$ cat config.mk
export PLATFORM = sky130hd
export DESIGN_NAME = ptr_spi_slave
export DESIGN_NICKNAME = d
export VERILOG_FILES = /design/src/rtl/pspi_pkg.sv /design/src/rtl/pspi_sync.sv /design/src/rtl/pspi_regfile.sv /design/src/rtl/pspi_decode.sv /design/src/rtl/ptr_spi_slave.sv
export SDC_FILE = /design/constraint.sdc
export NUM_CORES = 1
export LEC_CHECK = 0
export BUFFER_PORTS_ARGS = -buffer_cell sky130_fd_sc_hd__buf_4
export CORE_UTILIZATION = 55
export CTS_CLUSTER_SIZE = 16
export DETAILED_ROUTE_END_ITERATION = 8
export PLACE_DENSITY_LB_ADDON = 0.1
export SYNTH_ARGS = -nofsm -noshare
export SYNTH_HDL_FRONTEND = slang
export SYNTH_SLANG_ARGS = --single-unit
$ cat constraint.sdc
create_clock -name clk -period 4.9 [get_ports clk]
set_input_delay 0.245 -clock clk [delete_from_list [all_inputs] [get_ports clk]]
set_output_delay 0.245 -clock clk [all_outputs]
set_load 0.02 [all_outputs]
$ cat src/rtl/pspi_pkg.sv
package pspi_pkg;
    localparam int FRAME_W  = 16;
    localparam int CNT_W    = 5;
    localparam int SAMPLE_W = 14;

    localparam logic [3:0] OP_PTR_WR = 4'h1;
    localparam logic [3:0] OP_PTR_RD = 4'h2;
    localparam logic [3:0] OP_DAT_WR = 4'h3;
    localparam logic [3:0] OP_DAT_RD = 4'h4;
    localparam logic [3:0] OP_SMP_RD = 4'h5;
    localparam logic [3:0] OP_UNLOCK = 4'hA;

    localparam logic [7:0]  UNLOCK_KEY   = 8'hC3;
    localparam logic [15:0] FAULT_WORD   = 16'h81FF;
    localparam logic [15:0] INVALID_WORD = 16'h7E00;

    typedef struct packed {
        logic [FRAME_W-1:0] rx;
        logic [FRAME_W-1:0] tx;
        logic [CNT_W-1:0]   cnt;
        logic [7:0]         ptr;
        logic [FRAME_W-1:0] pend;
        logic               unlocked;
    } slv_state_t;
endpackage

$ cat src/rtl/pspi_sync.sv
module pspi_sync #(
    parameter int   STAGES  = 2,
    parameter logic RST_VAL = 1'b0
) (
    input  logic clk,
    input  logic rst_n,
    input  logic din,
    output logic dout,
    output logic dprev
);
    logic [STAGES:0] chain_d, chain_q;

    always_comb begin
        chain_d = {chain_q[STAGES-1:0], din};
    end

    always_ff @(posedge clk) begin
        if (!rst_n) chain_q <= {(STAGES+1){RST_VAL}};
        else        chain_q <= chain_d;
    end

    assign dout  = chain_q[STAGES-1];
    assign dprev = chain_q[STAGES];
endmodule

$ cat src/rtl/pspi_regfile.sv
module pspi_regfile #(
    parameter int NREGS = 16
) (
    input  logic       clk,
    input  logic       rst_n,
    input  logic       we,
    input  logic [7:0] addr,
    input  logic [7:0] wdata,
    output logic [7:0] rdata,
    output logic       hit
);
    localparam int IDXW = (NREGS > 1) ? $clog2(NREGS) : 1;

    logic [NREGS-1:0][7:0] mem_d, mem_q;
    logic [IDXW-1:0]       idx;

    assign hit = (int'(addr) < NREGS);
    assign idx = addr[IDXW-1:0];

    always_comb begin
        mem_d = mem_q;
        if (we && hit) mem_d[idx] = wdata;
    end

    always_ff @(posedge clk) begin
        if (!rst_n) mem_q <= '0;
        else        mem_q <= mem_d;
    end

    assign rdata = hit ? mem_q[idx] : 8'h00;


    wr_commit_chk: assert property (@(posedge clk) disable iff (!rst_n)
        (we && hit) |=> (mem_q[$past(idx)] == $past(wdata)));

    wr_oob_chk: assert property (@(posedge clk) disable iff (!rst_n)
        (we && !hit) |=> $stable(mem_q));
endmodule

$ cat src/rtl/pspi_decode.sv
module pspi_decode
    import pspi_pkg::*;
(
    input  logic [FRAME_W-1:0]  frame,
    input  logic                unlocked,
    input  logic [7:0]          ptr,
    input  logic [7:0]          rdata,
    input  logic [SAMPLE_W-1:0] sample,
    output logic [FRAME_W-1:0]  resp,
    output logic                unlock_nxt,
    output logic                ptr_we,
    output logic                reg_we
);
    logic [3:0] op;
    logic [2:0] rsv;
    logic [7:0] pay;
    logic       par_ok;
    logic       is_key;

    assign op     = frame[15:12];
    assign rsv    = frame[11:9];
    assign pay    = frame[7:0];
    assign par_ok = ^frame;
    assign is_key = par_ok && (op == OP_UNLOCK) && (rsv == 3'b000) && (pay == UNLOCK_KEY);

    always_comb begin
        resp       = '0;
        unlock_nxt = unlocked;
        ptr_we     = 1'b0;
        reg_we     = 1'b0;
        if (!unlocked) begin
            if (is_key) begin
                unlock_nxt = 1'b1;
                resp       = {OP_UNLOCK, 4'h0, UNLOCK_KEY};
            end
        end else if (!par_ok) begin
            resp = FAULT_WORD;
        end else if (rsv != 3'b000) begin
            resp = INVALID_WORD;
        end else begin
            case (op)
                OP_PTR_WR: begin
                    ptr_we = 1'b1;
                    resp   = {8'h10, pay};
                end
                OP_PTR_RD: resp = {8'h20, ptr};
                OP_DAT_WR: begin
                    reg_we = 1'b1;
                    resp   = {8'h30, ptr};
                end
                OP_DAT_RD: resp = {8'h40, rdata};
                OP_SMP_RD: resp = {2'b01, sample};
                OP_UNLOCK: resp = is_key ? {OP_UNLOCK, 4'h0, UNLOCK_KEY} : INVALID_WORD;
                default:   resp = INVALID_WORD;
            endcase
        end
    end
endmodule

$ cat src/rtl/ptr_spi_slave.sv
module ptr_spi_slave
    import pspi_pkg::*;
#(
    parameter int NREGS       = 16,
    parameter int SYNC_STAGES = 2
) (
    input  logic                clk,
    input  logic                rst_n,
    input  logic                spi_cs_n,
    input  logic                spi_sclk,
    input  logic                spi_mosi,
    output logic                spi_miso,
    input  logic [SAMPLE_W-1:0] sample
);
    localparam int         NLINES  = 3;
    localparam logic [2:0] LINE_RV = 3'b001;

    logic [NLINES-1:0] line_in, line_now, line_old;
    assign line_in = {spi_mosi, spi_sclk, spi_cs_n};

    for (genvar g = 0; g < NLINES; g++) begin : g_sync
        pspi_sync #(.STAGES(SYNC_STAGES), .RST_VAL(LINE_RV[g])) u_sync (
            .clk  (clk),
            .rst_n(rst_n),
            .din  (line_in[g]),
            .dout (line_now[g]),
            .dprev(line_old[g])
        );
    end

    logic cs_fall, cs_rise, sclk_rise, sclk_fall, mosi_s, active;
    assign cs_fall   =  line_old[0] && !line_now[0];
    assign cs_rise   = !line_old[0] &&  line_now[0];
    assign sclk_rise = !line_old[1] &&  line_now[1];
    assign sclk_fall =  line_old[1] && !line_now[1];
    assign mosi_s    =  line_now[2];
    assign active    = !line_now[0];

    slv_state_t st_d, st_q;

    logic               frame_done;
    logic [FRAME_W-1:0] dec_resp;
    logic               dec_unlock, dec_ptr_we, dec_reg_we;
    logic [7:0]         rf_rdata;
    logic               rf_hit;

    assign frame_done = cs_rise && (st_q.cnt == CNT_W'(FRAME_W));

    pspi_regfile #(.NREGS(NREGS)) u_regs (
        .clk  (clk),
        .rst_n(rst_n),
        .we   (frame_done && dec_reg_we),
        .addr (st_q.ptr),
        .wdata(st_q.rx[7:0]),
        .rdata(rf_rdata),
        .hit  (rf_hit)
    );

    pspi_decode u_dec (
        .frame     (st_q.rx),
        .unlocked  (st_q.unlocked),
        .ptr       (st_q.ptr),
        .rdata     (rf_rdata),
        .sample    (sample),
        .resp      (dec_resp),
        .unlock_nxt(dec_unlock),
        .ptr_we    (dec_ptr_we),
        .reg_we    (dec_reg_we)
    );

    always_comb begin
        st_d = st_q;
        if (cs_fall) begin
            st_d.cnt = '0;
            st_d.tx  = st_q.pend;
        end else if (active) begin
            if (sclk_rise) begin
                st_d.rx = {st_q.rx[FRAME_W-2:0], mosi_s};
                if (st_q.cnt != '1) st_d.cnt = st_q.cnt + 1'b1;
            end
            if (sclk_fall) st_d.tx = {st_q.tx[FRAME_W-2:0], 1'b0};
        end
        if (frame_done) begin
            st_d.pend     = dec_resp;
            st_d.unlocked = dec_unlock;
            if (dec_ptr_we) st_d.ptr = st_q.rx[7:0];
        end
    end

    always_ff @(posedge clk) begin
        if (!rst_n) begin
            st_q <= '0;
        end else begin
            st_q <= st_d;
        end
    end

    assign spi_miso = st_q.tx[FRAME_W-1];


    tx_load_chk: assert property (@(posedge clk) disable iff (!rst_n)
        cs_fall |=> (st_q.tx == $past(st_q.pend)));

    short_drop_chk: assert property (@(posedge clk) disable iff (!rst_n)
        (cs_rise && st_q.cnt != CNT_W'(FRAME_W)) |=> ($stable(st_q.pend) && $stable(st_q.ptr) && $stable(st_q.unlocked)));

    parity_fault_chk: assert property (@(posedge clk) disable iff (!rst_n)
        (frame_done && st_q.unlocked && !(^st_q.rx)) |=> (st_q.pend == FAULT_WORD && $stable(st_q.ptr)));

    locked_zero_chk: assert property (@(posedge clk) disable iff (!rst_n)
        (frame_done && !st_q.unlocked && st_q.rx[15:12] != OP_UNLOCK) |=> (st_q.pend == '0 && !st_q.unlocked));

    locked_nowrite_chk: assert property (@(posedge clk) disable iff (!rst_n)
        (frame_done && !st_q.unlocked) |-> !dec_reg_we && !dec_ptr_we);

    stay_unlocked_chk: assert property (@(posedge clk) disable iff (!rst_n)
        st_q.unlocked |=> st_q.unlocked);
endmodule

* Yosys cells after proc, flatten, opt, wreduce, memory -nomap -nowiden
Cells that the tools add are included.
** Word-level totals
- Register bits after elaboration :: 198
- Input bits :: 19
- Output and inout port bits :: 1
- Word-level logic and storage cells :: 93
** Operators by class
- $add $sub $neg :: 1
- Order comparisons :: 3
- Equal/unequal tests :: 10
- Mux-type cells :: 27
- Bitwise logic cells :: 3
- Reductions and logical operators :: 24
** Operator list (count)
- 128-bit bitwise mux :: 1
- 16-bit 2-to-1 mux :: 6
- 16-bit one-hot mux with 6 select lines :: 1
- 21-bit 2-to-1 mux :: 2
- 8-bit binary-select mux with 4-bit select :: 1
- 8-bit demux with 4-bit select :: 1
- 8-bit 2-to-1 mux :: 3
- 16-bit parity :: 1
- 1-bit logical AND :: 11
- 1-bit 2-to-1 mux :: 10
- 5-bit 2-to-1 mux :: 2
- 4-bit by 2-bit == test with 1-bit output (second input constant) :: 2
- 4-bit by 3-bit == test with 1-bit output (second input constant) :: 2
- 8-bit == test (second input constant) :: 1
- 8-bit by 5-bit less-than comparator with 1-bit output (second input constant) :: 1
- 3-bit AND reduction :: 2
- 5-bit by 1-bit adder with 5-bit output (second input constant) :: 1
- 5-bit == test (second input constant) :: 1
- 4-bit by 5-bit less-than comparator with 1-bit output (second input constant) :: 1
- 5-bit != test (second input constant) :: 1
- 4-bit by 1-bit == test with 1-bit output (second input constant) :: 1
- 4-bit == test (second input constant) :: 1
- 4-bit by 1-bit greater-or-equal comparator with 1-bit output (second input constant) :: 1
- 1-bit zero test :: 4
- 7 further kinds :: 10

* Logic depth before layout (Yosys ltp)
- Depth in word-level cells :: 9
- Depth in mapped cells :: 10
- Gate-level depth less buffers :: 8

* By module
From an unflattened synthesis, not the netlist that was laid out.
** Unflattened totals
- Cells, all modules :: 987
- Area total of the unflattened synthesis :: 9829.4 um2
** Modules (own cells, without submodules)
- pspi_regfile :: times used 1, cells each 553, area an instance 6054.6 um2, seq. area each 2562.5 um2
- ptr_spi_slave :: times used 1, cells each 299, area an instance 2758.9 um2, seq. area each 1241.2 um2
- pspi_decode :: times used 1, cells each 117, area an instance 779.5 um2, seq. area each 0.0 um2
- pspi_sync :: times used 3, cells each 6, area an instance 78.8 um2, seq. area each 60.1 um2

* Worst setup path after synthesis
OpenSTA, ideal clock, no wires.
- Kind :: register to register
- From :: reg st_q[50] (netlist bit)
- To :: reg u_regs.mem_q[40] (netlist bit)
- Library setup time :: 0.128 ns
- Arrival time :: 2.522 ns
- Required time :: 4.772 ns
- Slack :: 2.251 ns
- Stages on the path, launching flop included :: 11
- Buffers on the path :: 2
- Period minus slack after synthesis :: 2.649 ns
- Path through :: dfxtp_1 clkbuf_1 inv_1 ha_1 xnor2_1 xnor3_2 xor2_4 buf_6 nand4_4 mux2i_1 nor2_1
** Between the ends
- Word-level cells in the longest chain between the ends :: 5
** RTL lines
- start, declared :: RTL line ptr_spi_slave.sv:39 : slv_state_t st_d, st_q;
- start signal, assigned :: RTL line ptr_spi_slave.sv:94 : st_q <= st_d;
- 16-bit parity :: RTL line pspi_decode.sv:23 : assign par_ok = ^frame;
- 1-bit 2-to-1 mux :: RTL line pspi_decode.sv:36 : end else if (!par_ok) begin
- 1-bit 2-to-1 mux :: RTL line pspi_decode.sv:31 : if (!unlocked) begin
- 1-bit logical AND :: RTL line ptr_spi_slave.sv:52 : .we (frame_done && dec_reg_we),
- 1-bit logical AND :: RTL line pspi_regfile.sv:22 : if (we && hit) mem_d[idx] = wdata;
- end signal, assigned :: RTL line pspi_regfile.sv:27 : else mem_q <= mem_d;
- end, declared :: RTL line pspi_regfile.sv:14 : logic [NREGS-1:0][7:0] mem_d, mem_q;
Every way passes these cells.
A chain may end at the register's enable or synchronous reset.

* Final worst setup path
- From :: reg st_q[52] (netlist bit)
- To :: reg u_regs.mem_q[7] (netlist bit)
The elaborated chain is that of the path after synthesis.

==> out/summary.txt <==
status: finished, final reports clean
CTS tree: built
Post-CTS Setup Bufs: 0
WL final: 20810 um
wire per inst: 18.68 um
Slew @ Worst Pin: 1176 ps
# setup viols final: 0
final hold vios: 0
Worst setup EP type: flip-flop
Crit Path Max Fanout: 21
overall power after layout: 0.003045 W
Layout Nets: 918
Slowest Stage Delay on Critical Path: 940 ps
Diodes inserted: 0
min Tclk post-route: 3807 ps
Worst-Skew Late Latency: 430 ps
Die H: 130.5 um
ys flop type: dfxtp_1
Critical Path RT: 5260 ps
Overall Global Routing Usage: 26.00%
Core Box Area: 16000 um^2
Fill cells: 1372
Root Driver: clkbuf_16
synth warn: 0
total grt overflow: 0
Setup Skew: 11.57 ps
count of different cell masters after synthesis: 56
Mapped Nets: 942
pins over their slew limit: 0
worst-case clock buffer depth: 2
initial core utilization: 56.78%
arrival time at the worst endpoint: 4170 ps
final setup TNS: 0 ps
Max IR drop VDD: 0.2679 mV
Post-synth EDFFs: 0
PortBufs: 19
Slew HR: 21.61%
Hold Path Stages: 2
first-pass GRT wire length: 33580 um
Synth async-reset ratio: 0%
register bit total from synthesis: 198
Ports: 20
antenna violations before repair: 0
crit start category: flip-flop
first-pass detailed-route iteration total: 5
HPWL Detailed: 13740 um
Cell Area, Synth: 9085 um^2
clock slew at reported path FFs: 70 ps
cell depth of the worst flop-to-flop path: 8
unrepaired setup endpoints after global routing: false
vias in the first global route: 6465
Syn Inst Count: 909
DRC: 0
Leak: 4.459 nW
die width: 130.5 um
PD cells: 308.4 nW/um^2
number of buffers created by CTS: 17
post-cts sizing count: 0
register area: 3966 um^2
Syn-to-layout area delta: 8.677%
fmax: 0.2627 GHz
Setup CP Type: flip-flop to flip-flop
routability cong.: 0.8804
Avg Synthesized Cell Area: 9.994 um^2
post-layout util: 61.71%
clk sinks: 198
CP max-delay cell: dfxtp_1
htree depth: 4
Routed Antenna Nets: 0
Hold-fix buffers, CTS: 1
post-synthesis sequential area ratio: 43.63%
via count: 6601
DR vias/cell: 5.925
WHS: 32.83 ps
largest net degree at the start of global routing: 114
num rows: 46
die area: 17040 um^2
share of cells above drive strength 1: 13.59%
area taken by multi-input logic gates: 4768 um^2
period utilisation layout: 77.70%
max cap viols: 0
CP Cell Sequence: ha_1, xor2_1, xnor3_2, xor2_4, buf_4, and3_1, nand2_1, a21oi_1
hold crit path type: input port to flip-flop
number of DRC markers in iteration 0: 510
==> placed cells by master, fill, tap and decap left out, types with 4 or more instances in the layout <==
master     count
dfxtp_1      196
nor2_1       150
mux2i_1      139
nand2_1       82
a21oi_1       43
mux4_2        30
buf_4         29
clkbuf_16     17
nand3_1       16
a211oi_1      15
a22o_1        15
inv_1         14
ha_1          14
o21ai_0       10
a22oi_1       10
nor2b_1        8
and2_1         7
nand4_4        7
xnor2_1        6
nand3_4        6
nor3_1         5
o22ai_1        5
clkinv_4       5
and3_1         4
mux2_2         4
a222oi_1       4
==> final cells by class <==
class	instances	area share [%]
Sequential cell	198	40.17
Multi-Input combinational cell	623	48.30
Clock buffer	18	4.448
Tap cell	216	2.737
Timing Repair Buffer	30	2.306
Inverter	15	0.5956
Clock inverter	14	1.445
==> worst max-delay path, delay by kind of cell (launching register included) <==
family	cells	cell delay, ps
adders and majority gates	1	380
xor gates and xnor gates	3	1390
AOI/OAI and AO/OA	1	170
and+or+nand+nor	2	490
DFF	1	940
buffers and inverters	1	360
==> cells in the mapped netlist (2+ instances only) <==
cell        n  area share [%]
xnor2_1     6            0.58
a31oi_1     3            0.21
nand3_4     6             1.2
clkbuf_1   55             2.3
nand2_1    82             3.4
inv_1      14            0.58
o22ai_1     5            0.34
nor3_1      5            0.28
and2_1      7            0.48
a22o_1     15             1.4
nand4_1     3            0.21
a211o_1     2            0.19
ha_1       14             1.9
a222oi_1    4            0.44
mux4_2     30             7.4
a21oi_1    43             2.4
nor2b_1     8            0.55
dfxtp_1   198              44
buf_2      10            0.55
nand4_2     2            0.28
nand3_1    16            0.88
xor2_1      3            0.29
nand4_4     7             1.6
a221o_1     3            0.33
mux2_2      4            0.50
mux2i_1   139              15
buf_1       5            0.21
nand2b_1    3            0.21
and3_1      4            0.28
a211oi_1   15             1.2
nor3b_1     3            0.25
nor4_1      3            0.21
nor2_1    151             6.2
a22oi_1    10            0.83
o21ai_0    10            0.55
==> sequential cells by signal, indices dropped and copies added, names as in the netlist <==
register               flops
st_q                      61
spi_miso                   1
g_sync.u_sync.chain_q      8
u_regs.mem_q             128
==> logic make-up (layout without fill, tap and decap cells) <==
logic type               Yosys count  after routing  synth area share [%]
XOR/XNOR                          12             12                 1.611
flip-flops                       198            198                 43.63
buffers and inverters             88             77                 3.911
adder cells (fa/ha/maj)           14             14                 1.928
AND/OR/NAND/NOR                  308            308                 16.95
multiplexers                     173            173                 23.25
AO/OA/AOI/OAI                    116            116                 8.718
==> through the flow <==
stage | cells | worst slack (ps) | area [um^2]
after floorplan | 909 | 2251 | 9085
after global placement | 1081 | 1293 | 9281
after detailed placement | 1081 | 1153 | 9281
after CTS | 1114 | 1162 | 9873
after global routing | 1114 | 922.0 | 9873
final | 1114 | 1093 | 9873
==> final timing paths <==
kind         slack, ps                                endpoint                              startpoint
min reg2reg        420  g_sync[0].u_sync.chain_q[1]$_SDFF_PN1_  g_sync[0].u_sync.chain_q[0]$_SDFF_PN1_
max reg2reg       1090            u_regs.mem_q[7]$_SDFFE_PN0P_                   st_q[52]$_SDFFE_PN0P_
min                 30  g_sync[2].u_sync.chain_q[0]$_SDFF_PN0_                                spi_mosi
max               1090            u_regs.mem_q[7]$_SDFFE_PN0P_                   st_q[52]$_SDFFE_PN0P_
==> layer usage <==
| layer | track usage, % | share of wire (%) | wire length [um] |
|---|---|---|---|
| met1 | 32.32 | 44 | 9151 |
| met2 | 44.57 | 49 | 10250 |
| met3 | 5.049 | 3.9 | 806 |
| met4 | 9.939 | 2.9 | 609 |
| met5 | 0 | 0 | 0 |
==> where the power goes <==
group | switching [W] | total (W) | internal, W
Clock | 0.000634 | 0.00136 | 0.000729
Sequential | 0.00000675 | 0.00162 | 0.00162
Combinational | 0.0000383 | 0.0000581 | 0.0000198
Total | 0.000679 | 0.00304 | 0.00237
(Power assumes the default switching activity.)
